File: src/rtl/mbc_pkg.sv
package mbc_pkg;
    typedef enum logic [2:0] {
        ST_IDLE,
        ST_T1,
        ST_T2,
        ST_TW,
        ST_T3,
        ST_T4
    } bus_state_t;
endpackage

File: src/rtl/mbc_wait_cnt.sv
module mbc_wait_cnt #(
    parameter int MAX_WAIT = 8
) (
    input  logic clk,
    input  logic rst_n,
    input  logic clr,
    input  logic inc,
    output logic at_limit
);
    localparam int CW = $clog2(MAX_WAIT + 1);
    localparam logic [CW-1:0] LIM = CW'(MAX_WAIT);

    logic [CW-1:0] cnt_d, cnt_q;

    always_comb begin
        cnt_d = cnt_q;
        if (clr) begin
            cnt_d = '0;
        end else if (inc && (cnt_q != LIM)) begin
            cnt_d = cnt_q + 1'b1;
        end
    end

    always_ff @(posedge clk) begin
        if (!rst_n) cnt_q <= '0;
        else        cnt_q <= cnt_d;
    end

    assign at_limit = (cnt_q == LIM);

    AST_WAIT_SATURATE: assert property (@(posedge clk) disable iff (!rst_n)
        (at_limit && !clr) |=> at_limit);
endmodule

File: src/rtl/mbc_addr_latch.sv
module mbc_addr_latch #(
    parameter int ADDR_W = 20
) (
    input  logic              clk,
    input  logic              rst_n,
    input  logic              strobe,
    input  logic [ADDR_W-1:0] bus_in,
    output logic [ADDR_W-1:0] addr_out
);
    logic [ADDR_W-1:0] hold_d, hold_q;

    always_comb begin
        hold_d = hold_q;
        if (strobe) hold_d = bus_in;
    end

    always_ff @(posedge clk) begin
        if (!rst_n) hold_q <= '0;
        else        hold_q <= hold_d;
    end

    assign addr_out = hold_q;
endmodule

File: src/rtl/mbc_fsm.sv
module mbc_fsm
    import mbc_pkg::*;
#(
    parameter int ADDR_W = 20,
    parameter int DATA_W = 8
) (
    input  logic                     clk,
    input  logic                     rst_n,
    input  logic                     req_valid,
    input  logic [ADDR_W-1:0]        req_addr,
    input  logic                     req_io,
    input  logic                     req_write,
    input  logic [DATA_W-1:0]        req_wdata,
    output logic                     req_ready,
    input  logic                     bus_ready,
    input  logic [DATA_W-1:0]        ad_in,
    output logic [DATA_W-1:0]        ad_out,
    output logic                     ad_oe,
    output logic [ADDR_W-DATA_W-1:0] addr_hi,
    output logic                     ale,
    output logic                     xmit,
    output logic                     io_sel,
    output logic                     rd_en,
    output logic                     wr_en,
    output logic                     data_en,
    output logic [DATA_W-1:0]        rdata,
    output logic                     done,
    output logic                     err,
    output logic                     wait_clr,
    output logic                     wait_inc,
    input  logic                     wait_at_limit
);
    typedef struct packed {
        bus_state_t        st;
        logic [ADDR_W-1:0] addr;
        logic              io;
        logic              wr;
        logic [DATA_W-1:0] wdata;
        logic [DATA_W-1:0] rdata;
        logic              err;
    } regs_t;

    regs_t cur_q, nxt_d;
    logic  strobe_phase;
    logic  can_take;

    assign can_take = (cur_q.st == ST_IDLE) || (cur_q.st == ST_T4);

    always_comb begin
        nxt_d    = cur_q;
        wait_clr = 1'b0;
        wait_inc = 1'b0;
        case (cur_q.st)
            ST_IDLE: ;
            ST_T1: begin
                wait_clr = 1'b1;
                nxt_d.st = ST_T2;
            end
            ST_T2: begin
                if (bus_ready) begin
                    nxt_d.st = ST_T3;
                end else begin
                    nxt_d.st = ST_TW;
                    wait_inc = 1'b1;
                end
            end
            ST_TW: begin
                if (bus_ready) begin
                    nxt_d.st = ST_T3;
                end else if (wait_at_limit) begin
                    nxt_d.st  = ST_T4;
                    nxt_d.err = 1'b1;
                end else begin
                    wait_inc = 1'b1;
                end
            end
            ST_T3: begin
                if (!cur_q.wr) nxt_d.rdata = ad_in;
                nxt_d.st = ST_T4;
            end
            ST_T4: nxt_d.st = ST_IDLE;
            default: nxt_d.st = ST_IDLE;
        endcase
        if (can_take && req_valid) begin
            nxt_d.st    = ST_T1;
            nxt_d.addr  = req_addr;
            nxt_d.io    = req_io;
            nxt_d.wr    = req_write;
            nxt_d.wdata = req_wdata;
            nxt_d.err   = 1'b0;
        end
    end

    always_ff @(posedge clk) begin
        if (!rst_n) begin
            cur_q    <= '0;
            cur_q.st <= ST_IDLE;
        end else begin
            cur_q <= nxt_d;
        end
    end

    assign strobe_phase = (cur_q.st == ST_T2) || (cur_q.st == ST_TW) ||
                          (cur_q.st == ST_T3);

    always_comb begin
        ale     = (cur_q.st == ST_T1);
        ad_oe   = ale || (cur_q.wr && (strobe_phase || cur_q.st == ST_T4));
        ad_out  = ale ? cur_q.addr[DATA_W-1:0] : cur_q.wdata;
        addr_hi = ale ? cur_q.addr[ADDR_W-1:DATA_W] : '0;
        xmit    = (cur_q.st != ST_IDLE) && cur_q.wr;
        io_sel  = (cur_q.st != ST_IDLE) && cur_q.io;
        rd_en   = strobe_phase && !cur_q.wr;
        wr_en   = strobe_phase && cur_q.wr;
        data_en = strobe_phase;
        done    = (cur_q.st == ST_T4);
        err     = done && cur_q.err;
    end

    assign req_ready = can_take;
    assign rdata     = cur_q.rdata;

    AST_WAIT_INSERT: assert property (@(posedge clk) disable iff (!rst_n)
        (cur_q.st == ST_T2 && !bus_ready) |=> (cur_q.st == ST_TW));
    AST_READY_ADVANCE: assert property (@(posedge clk) disable iff (!rst_n)
        ((cur_q.st == ST_T2 || cur_q.st == ST_TW) && bus_ready) |=> rd_en || wr_en);
    AST_ABORT_FLAG: assert property (@(posedge clk) disable iff (!rst_n)
        (cur_q.st == ST_TW && !bus_ready && wait_at_limit) |=> (done && err));
    AST_DEN_COVERS: assert property (@(posedge clk) disable iff (!rst_n)
        (rd_en || wr_en) |-> data_en);
    AST_DONE_SINGLE: assert property (@(posedge clk) disable iff (!rst_n)
        done |=> !done);
    AST_WR_TRAIL: assert property (@(posedge clk) disable iff (!rst_n)
        $fell(wr_en) |-> ad_oe);
endmodule

File: src/rtl/mux_bus_ctrl.sv
module mux_bus_ctrl #(
    parameter int ADDR_W   = 20,
    parameter int DATA_W   = 8,
    parameter int MAX_WAIT = 8
) (
    input  logic                     clk,
    input  logic                     rst_n,
    input  logic                     req_valid,
    input  logic [ADDR_W-1:0]        req_addr,
    input  logic                     req_io,
    input  logic                     req_write,
    input  logic [DATA_W-1:0]        req_wdata,
    output logic                     req_ready,
    input  logic                     bus_ready,
    input  logic [DATA_W-1:0]        ad_in,
    output logic [DATA_W-1:0]        ad_out,
    output logic                     ad_oe,
    output logic [ADDR_W-DATA_W-1:0] addr_hi,
    output logic                     addr_strobe,
    output logic                     xmit,
    output logic                     io_sel,
    output logic                     rd_en,
    output logic                     wr_en,
    output logic                     data_en,
    output logic [ADDR_W-1:0]        latched_addr,
    output logic [DATA_W-1:0]        rdata,
    output logic                     done,
    output logic                     err
);
    logic wait_clr, wait_inc, wait_at_limit;

    mbc_fsm #(.ADDR_W(ADDR_W), .DATA_W(DATA_W)) fsm_i (
        .clk(clk), .rst_n(rst_n),
        .req_valid(req_valid), .req_addr(req_addr), .req_io(req_io),
        .req_write(req_write), .req_wdata(req_wdata), .req_ready(req_ready),
        .bus_ready(bus_ready), .ad_in(ad_in), .ad_out(ad_out), .ad_oe(ad_oe),
        .addr_hi(addr_hi), .ale(addr_strobe), .xmit(xmit), .io_sel(io_sel),
        .rd_en(rd_en), .wr_en(wr_en), .data_en(data_en), .rdata(rdata),
        .done(done), .err(err), .wait_clr(wait_clr), .wait_inc(wait_inc),
        .wait_at_limit(wait_at_limit)
    );

    mbc_wait_cnt #(.MAX_WAIT(MAX_WAIT)) wait_i (
        .clk(clk), .rst_n(rst_n), .clr(wait_clr), .inc(wait_inc),
        .at_limit(wait_at_limit)
    );

    mbc_addr_latch #(.ADDR_W(ADDR_W)) latch_i (
        .clk(clk), .rst_n(rst_n), .strobe(addr_strobe),
        .bus_in({addr_hi, ad_out}), .addr_out(latched_addr)
    );

    AST_STROBE_PULSE: assert property (@(posedge clk) disable iff (!rst_n)
        addr_strobe |=> !addr_strobe);
    AST_LATCH_HOLD: assert property (@(posedge clk) disable iff (!rst_n)
        !addr_strobe |=> $stable(latched_addr));
endmodule

File: config.mk
export PLATFORM = sky130hd
export DESIGN_NAME = mux_bus_ctrl
export DESIGN_NICKNAME = d
export VERILOG_FILES = /design/src/rtl/mbc_pkg.sv /design/src/rtl/mbc_wait_cnt.sv /design/src/rtl/mbc_addr_latch.sv /design/src/rtl/mbc_fsm.sv /design/src/rtl/mux_bus_ctrl.sv
export SDC_FILE = /design/constraint.sdc
export NUM_CORES = 1
export LEC_CHECK = 0
export CORE_UTILIZATION = 41
export DETAILED_ROUTE_END_ITERATION = 10
export HOLD_SLACK_MARGIN = 0.02
export PLACE_DENSITY = 0.75
export SLEW_MARGIN = 5
export SYNTH_ARGS = -nofsm -noshare
export SYNTH_HDL_FRONTEND = slang
export SYNTH_SLANG_ARGS = --single-unit
File: constraint.sdc
create_clock -name clk -period 1.5 [get_ports clk]
set_clock_uncertainty 0.15 [all_clocks]
set_input_delay 0.3 -clock clk [delete_from_list [all_inputs] [get_ports clk]]
set_output_delay 0.3 -clock clk [all_outputs]
set_load 0.01 [all_outputs]
After elaboration in Yosys (flattened, before gate mapping)
Index checks and enable logic that the tools add are counted.
{"block": "word_totals", "regBits": 66, "inputBits": 42}
{"block": "op_classes", "add_sub_neg": 1, "n_eq_ne": 10, "n_mux": 12, "bitwise_logic": 4, "n_reduce_logical": 22}
{"cell": "$mux W31", "n": 1}
{"cell": "$pmux W3 S5", "n": 1}
{"cell": "$mux W12", "n": 1}
{"cell": "$mux W3", "n": 3}
{"cell": "$logic_and A1 B1 Y1", "n": 8}
{"cell": "$mux W8", "n": 1}
{"cell": "$eq A3 B2 Y1 const B", "n": 2}
{"cell": "$eq A3 B3 Y1 const B", "n": 2}
{"cell": "$reduce_and A2 Y1", "n": 3}
{"cell": "$logic_or A1 B1 Y1", "n": 5}
{"cell": "$add A4 B1 Y4 const B", "n": 1}
{"cell": "$eq A4 B4 Y1 const B", "n": 1}
{"cell": "$mux W1", "n": 4}
{"cell": "$ne A4 B2 Y1 const B", "n": 1}
{"cell": "$ne A4 B4 Y1 const B", "n": 1}
{"cell": "$not A1 Y1", "n": 4}
{"cell": "$reduce_or A2 Y1", "n": 2}
{"cell": "$eq A3 B1 Y1 const B", "n": 1}
{"cell": "$logic_not A3 Y1", "n": 1}
{"cell": "$ne A3 B2 Y1 const B", "n": 1}
{"cell": "$reduce_and A3 Y1", "n": 1}
{"cell": "$reduce_bool A3 Y1", "n": 1}
{"cell": "$ne A2 B2 Y1 const B", "n": 1}
{"cell": "$pmux W1 S2", "n": 1}
{"cell": "$logic_not A1 Y1", "n": 1}

Depth between registers and ports, before layout
Gate-level depths: netlist of the first run.
{"block": "logic_depth", "depth_word": 6, "ltp_mapped": 6, "depth_no_buf": 5}

By module
Synthesis of the first run repeated with hierarchy kept, for this count alone.
{"block": "hier_totals", "cells_unflattened": 324, "area_unflattened_um2": 3072.9}
{"module": "mbc_fsm", "instances": 1, "cells_each": 235, "area_per_inst_um2": 2099.5}
{"module": "mbc_addr_latch", "instances": 1, "cells_each": 64, "area_per_inst_um2": 755.7}
{"module": "mbc_wait_cnt", "instances": 1, "cells_each": 25, "area_per_inst_um2": 217.7}

Worst setup path after synthesis of the first run
Ideal clock, no wire load.
{"block": "synth_path", "kind": "reg-to-output", "start": "register fsm_i.cur_q[39] (netlist name)", "end": "output ad_out[0]", "t_arrival_ns": 1.223, "required_ns": 1.050, "slack_ns": -0.173, "path_stages_with_launch": 6, "n_path_buf": 2, "cell_sequence": "dfxtp_1 -> or3b_1 -> clkbuf_1 -> clkbuf_1 -> nand2_1 -> nand2_1"}
{"block": "synth_between", "elab_chain_len": 2}
{"item": "start, declared", "line": "mbc_fsm.sv:43", "rtl": "regs_t cur_q, nxt_d;"}
{"item": "start signal, assigned", "line": "mbc_fsm.sv:99", "rtl": "cur_q <= nxt_d;"}
{"item": "$eq A3 B1 Y1", "line": "mbc_fsm.sv:107", "rtl": "ale = (cur_q.st == ST_T1);"}
{"item": "$mux W8", "line": "mbc_fsm.sv:109", "rtl": "ad_out = ale ? cur_q.addr[DATA_W-1:0] : cur_q.wdata;"}
{"item": "end, declared", "line": "mux_bus_ctrl.sv:16", "rtl": "output logic [DATA_W-1:0] ad_out,"}
Every way passes these cells.

Final worst setup path of the first run
{"block": "layout_path", "start": "register fsm_i.cur_q[40] (netlist name)", "end": "output ad_out[6]"}
The elaborated chain is that of the path after synthesis.

==> results.cfg, run 1 <==
[finish]
drive_gt1_frac = 0.337
antennaDiodeCount = 0
fin_nets = 528
nFillCells = 558
final_common_cell = nand2_1
final_util = 0.696
synthToLayoutAreaGrowth_pct = 64.6
final_cell_mix = nand2_1 (99), dfxtp_1 (62), clkdlybuf4s50_1 (40)

[timing]
fmax_ghz = 0.490
tightest_slew_ns = 0.202
rsz0062_at_grt = yes
maxSlewHeadroom = 0.865
setup_slack_ns = -0.540
finalSetupViolCount = 79
hold_viol_final = 0
fin_crit_sh = 1.36
slew_viol_final = 0
final.min_clock_period_ns = 2.04

[synthesis]
yosysUniqueCellTypes = 34
yosys_warnings = 0
ys_seq_elements = 66
synthCells = 359
synth_nets = 403
netlist_top_cells_area = dfxtp_1 (46%), nand2_1 (17%), mux2i_1 (11%)
synth_top_cell_area_share = 0.462
syn_area_mm2 = 0.00286
synth_area_leader_cell = dfxtp_1
synth-seq-area-share = 0.462
avgSynthCellArea_um2 = 7.96

[die]
io_pins = 100
initial_utilization = 0.423
die_h_um = 85.5
die_area_mm2 = 0.00731
num_rows = 30
core_mm2 = 0.00676
die_w_um = 85.5

[min_path]
worstHoldPathType = input port to register
min_path_cells = 3
holdPathEnd = fsm_i.cur_q[39]
worst_hold_startpoint = rst_n

[clock_network]
htreeDepth = 3
cts-root-buf = clkbuf_8
clock_latency_ns = 0.34
numCtsBuffers = 9
cts.sinks = 66
cts_tree = built
clock_path_buffers = 2
clk_pin_slew_ns = 0.08
cts_hold_buf = 0

[worst_setup_path]
cp_max_fo = 5
r2r_start = fsm_i.cur_q[40]
required_ns = 1.05
max_stage_delay_ns = 0.43
reg2reg_slack_ns = -0.41
setup.worst_path.start = fsm_i.cur_q[40]
worstPathArrival_ns = 1.59
crit_chain = or3b_4 > inv_6 > clkbuf_16 > nand2_2 > nand2_2 > buf_6
end_kind = primary output
worstReg2RegEnd = wait_i.cnt_q[2]
ff2ff_path_depth = 7
cp-start-kind = register
path_class = register to primary output
cp_common_cell = nand2_2
critical_path.slowest_cell = or3b_4

[power_and_ir_drop]
leakage_nw = 2.24
vdd_ir_drop_max_uv = 536
power.density_mw_per_mm2 = 902

[global_route]
grt_max_degree = 47
grt_pass1_wl_mm = 12.9
overflow = 0
grt_pass1_vias = 2782
antenna_found_initial = 0
grtUsageTotal = 0.227

[route]
dr.pass1.iters = 4
wl_per_cell_um = 14.4
drt-vias-per-instance = 4.86
drtIter0Drc = 96
ant_nets = 0
drt-total-wl_mm = 8.20
drc = 0
vias = 2768

[placed_design]
dp_slack_ns = -0.589
dp.final_hpwl_mm = 4.73
portBuffers = 99
gp_congestion = 0.765

[status]
outcome = complete, but fails checks
violations = setup timing

[run]
maxCapViolCount = 0
-- synth_stat cells --
| cell | count |
|---|---|
| nand2_1 | 128 |
| a21oi_1 | 27 |
| nor3_1 | 2 |
| and3_1 | 1 |
| or3b_4 | 1 |
| or3_1 | 1 |
| or4b_1 | 1 |
| o21ai_0 | 6 |
| and2_1 | 1 |
| buf_2 | 3 |
| nand3b_1 | 1 |
| inv_2 | 1 |
| buf_1 | 1 |
| buf_6 | 4 |
| nor2_1 | 3 |
| dfxtp_1 | 66 |
| nor3b_1 | 3 |
| o21bai_1 | 1 |
| and4b_1 | 1 |
| or3b_1 | 1 |
| o211a_1 | 1 |
| xor2_1 | 1 |
| inv_1 | 18 |
| or4_1 | 1 |
| buf_4 | 10 |
| clkbuf_1 | 15 |
| mux2i_1 | 30 |
| nor2b_1 | 6 |
| a21o_1 | 1 |
| ha_1 | 2 |
| o21ai_1 | 8 |
| nand3_1 | 11 |
| a211oi_1 | 1 |
| and3b_1 | 1 |
-- where the power goes --
part           switching [W]  internal [W]  leakage (nW)  total (W)
registers          0.0000644       0.00185         0.539    0.00191
logic               0.000443      0.000569          1.61    0.00101
clock network       0.000726      0.000596        0.0891    0.00132
total                0.00123       0.00301          2.24    0.00425
-- critical path, delay by kind of cell (launching register included) --
family	cells	cell delay, ns
and+or+nand+nor	3	0.56
buffers and inverters	3	0.37
DFF	1	0.32
-- state kept, by name, indices dropped and copies added (netlist names) --
signal and flops:
wait_i.cnt_q 4, latch_i.addr_out 20, fsm_i.cur_q 34, fsm_i.rdata 8
-- logic make-up (layout without fill, tap and decap cells) --
logic type / after synthesis / count (layout) / share of synthesized area
AND/OR/NAND/NOR: 163 / 163 / 0.245
XOR/XNOR: 1 / 1 / 0.00306
AO/OA/AOI/OAI: 45 / 45 / 0.0832
buffers and inverters: 52 / 182 / 0.0932
adder cells (fa/ha/maj): 2 / 2 / 0.00875
multiplexers: 30 / 30 / 0.105
flip-flops: 66 / 66 / 0.462
-- final cells by class --
class	count	area (µm²)	area share
repair buffers	147	1520	0.324
multi-input cells	241	1510	0.321
flip-flops and latches	66	1330	0.282
clock buffers	9	124	0.0263
well taps	80	100	0.0213
inverters	19	76.3	0.0162
clock inverters	7	45.0	0.00957
-- worst max-delay path by stage --
stage | to | cells past startpoint
detailed placement | addr_hi[6] | 6
floorplan | addr_hi[0] | 6
finish | ad_out[6] | 6
global route | addr_hi[0] | 6
global placement | addr_hi[6] | 6
CTS | addr_hi[11] | 6
-- routing by layer --
layer,vias to the layer above,routed length [µm],global-route usage
met4,0,235,0.103
li1,1396,-,-
met2,86,4080,0.389
met3,20,449,0.0616
met1,1266,3440,0.266
met5,-,0,0
-- what timing repair did --
action / CTS / global route
pin swaps: 17 / 7
gates resized for setup: 166 / 83
endpoints found under the setup margin: 104 / 79
buffers inserted: 10 / 7
cloned: 5 / 1
-- per-stage QoR --
stage          power [W]  std cells  area, µm²  TNS, ns  hold WS [ns]
2_1_floorplan    0.00232        359       2890    -2.06         0.280
3_3_place_gp     0.00268        532       4040   -24.00         0.291
3_5_place_dp     0.00269        532       4040   -25.22         0.296
4_1_cts          0.00416        562       4510   -27.29         0.175
5_1_grt          0.00443        569       4700   -34.18         0.194
6_report         0.00425        569       4700   -28.34         0.183
(Power assumes the default switching activity.)
==> run 2, diff against run 1 <==
--- a/config.mk
+++ b/config.mk
@@ -5,6 +5,8 @@
 export SDC_FILE = /design/constraint.sdc
 export NUM_CORES = 1
 export LEC_CHECK = 0
+export CAP_MARGIN = 20
+export CORE_ASPECT_RATIO = 2
 export CORE_UTILIZATION = 41
 export DETAILED_ROUTE_END_ITERATION = 10
 export HOLD_SLACK_MARGIN = 0.02
==> run 2 against run 1 <==
The flow still finishes with violations (setup timing); first-iteration DRC count grew 94%; global-route usage grew 5.8 points; non-clock buffer count grew 11; worst hold slack gained 0.12 ns; largest cell class is now multi-input combinational cells; via count grew 12%; total power grew 18%; flip-flop and latch count is the same.
==> results.cfg, run 2 (same netlist as run 1, synthesis figures left out) <==
[min_path]
worstHoldPathType = register to register

[clock_network]
numCtsBuffers = 9
clock_path_buffers = 2
clock_latency_ns = 0.33
clk_pin_slew_ns = 0.05
cts_tree = built
cts-root-buf = clkbuf_16
cts.sinks = 66
htreeDepth = 3

[worst_setup_path]
cp_top_family = simple AND/OR/NAND/NOR gates
required_ns = 1.05
path_buf_inv = 3
reg2reg_slack_ns = -0.44
end_kind = primary output
worstPathArrival_ns = 1.62
critical_path.slowest_cell = or3b_4
cp-start-kind = register
path_class = register to primary output
crit_chain = or3b_4 > buf_6 > buf_12 > nand2_4 > nand2_4 > buf_6
cp_max_fo = 6
max_stage_delay_ns = 0.43

[route]
vias = 3090
dr.pass1.iters = 4
drc = 0
drt-vias-per-instance = 5.28
ant_nets = 0
drtIter0Drc = 186
drt-total-wl_mm = 10.9
wl_per_cell_um = 18.6

[global_route]
overflow = 0
grt_pass1_vias = 3116
grt_pass1_wl_mm = 15.2
grt_max_degree = 41
grtUsageTotal = 0.286
antenna_found_initial = 0

[finish]
largest_register_ffs = 34
multi_input_area_mm2 = 0.00176
regArea_mm2 = 0.00133
finalInstanceArea_mm2 = 0.00525
synthToLayoutAreaGrowth_pct = 83.5
drive_gt1_frac = 0.427
final_util = 0.786
regMostFlops = fsm_i.cur_q
final_cell_mix = nand2_1 (82), dfxtp_1 (62), buf_6 (46)
stdcell_count = 585
nFillCells = 412
antennaDiodeCount = 0
final_common_cell = nand2_1
fin_nets = 539

[power_and_ir_drop]
power.density_mw_per_mm2 = 957
p_total_w = 0.00502
leakage_nw = 2.45
vdd_ir_drop_max_uv = 778

[placed_design]
dp_slack_ns = -0.590
dp_cells = 536
place_area_mm2 = 0.00402
dp.final_hpwl_mm = 5.20
gp_congestion = 0.805
portBuffers = 99

[timing]
tightest_slew_ns = 0.477
fmax_ghz = 0.482
hold_viol_final = 0
final.min_clock_period_ns = 2.07
fin_crit_sh = 1.38
finalSetupViolCount = 95
maxSlewHeadroom = 0.679
slew_viol_final = 0
rsz0062_at_grt = yes
setup_slack_ns = -0.574

[die]
initial_utilization = 0.428
core_mm2 = 0.00667
num_rows = 42
die_area_mm2 = 0.00733
io_pins = 100
die_w_um = 61.0
die_h_um = 120

[status]
outcome = complete, but fails checks
violations = setup timing

[run]
maxCapViolCount = 0
[run 2: repair_timing]
| action | 4_1_cts | 5_1_grt |
|---|---|---|
| gates resized for setup | 256 | 87 |
| buffers inserted | 21 | 10 |
| setup endpoints to repair | 105 | 95 |
| gates cloned | 10 | 1 |
| pin swaps | 28 | 27 |
| hold buffers | 0 | 0 |
| hold endpoints to repair | 0 | 0 |
[run 2: path summary, 6_finish.rpt]
| kind | startpoint | endpoint | cells after the start |
|---|---|---|---|
| worst max-delay path | fsm_i.cur_q[40] | ad_out[7] | 6 |
| worst min-delay path | latch_i.addr_out[8] | latch_i.addr_out[8] | 2 |
| worst max register to register | fsm_i.cur_q[41] | fsm_i.cur_q[10] | 8 |
| worst min register to register | latch_i.addr_out[8] | latch_i.addr_out[8] | 2 |
[run 2: worst min-delay path: cells and delay by family (launching register included)]
family	cells	cell delay (ns)
AO/OA/AOI/OAI	1	0.05
AND/OR/NAND/NOR	1	0.05
flip-flops	1	0.30
[run 2: report_power, final]
part           internal (W)  total [W]  leakage (nW)  switching (W)
registers           0.00185    0.00194         0.539      0.0000874
logic              0.000641    0.00120          1.78       0.000557
clock network       0.00118    0.00188         0.128       0.000701
total               0.00367    0.00502          2.45        0.00135
[run 2: cell type report]
cell class	count	share of cell area
clock buffer	13	0.0496
inverter	19	0.0145
multi-input combinational	241	0.336
sequential	66	0.253
tap	88	0.0210
timing repair buffer	158	0.326
[run 2: per-layer routing]
metal,share of wire,global-route usage,up-vias
met5,0,0,-
met4,0.049,0.149,0
met3,0.051,0.0657,47
met2,0.56,0.513,142
met1,0.34,0.285,1484
li1,-,-,1417
[run 2: metrics by stage]
| stage | setup TNS, ns | hold WS, ns |
|---|---|---|
| floorplan | -2.06 | 0.280 |
| global route | -34.68 | 0.331 |
| CTS | -29.92 | 0.231 |
| global placement | -23.23 | 0.290 |
| detailed placement | -24.99 | 0.299 |
| finish | -30.96 | 0.303 |
==> run 3, diff against run 2 <==
--- a/config.mk
+++ b/config.mk
@@ -5,7 +5,7 @@
 export SDC_FILE = /design/constraint.sdc
 export NUM_CORES = 1
 export LEC_CHECK = 0
-export CAP_MARGIN = 20
+export CAP_MARGIN = 15
 export CORE_ASPECT_RATIO = 2
 export CORE_UTILIZATION = 41
 export DETAILED_ROUTE_END_ITERATION = 10
==> results of run 3 <==
Final layout, timing and power as in run 2 (identical DEF).
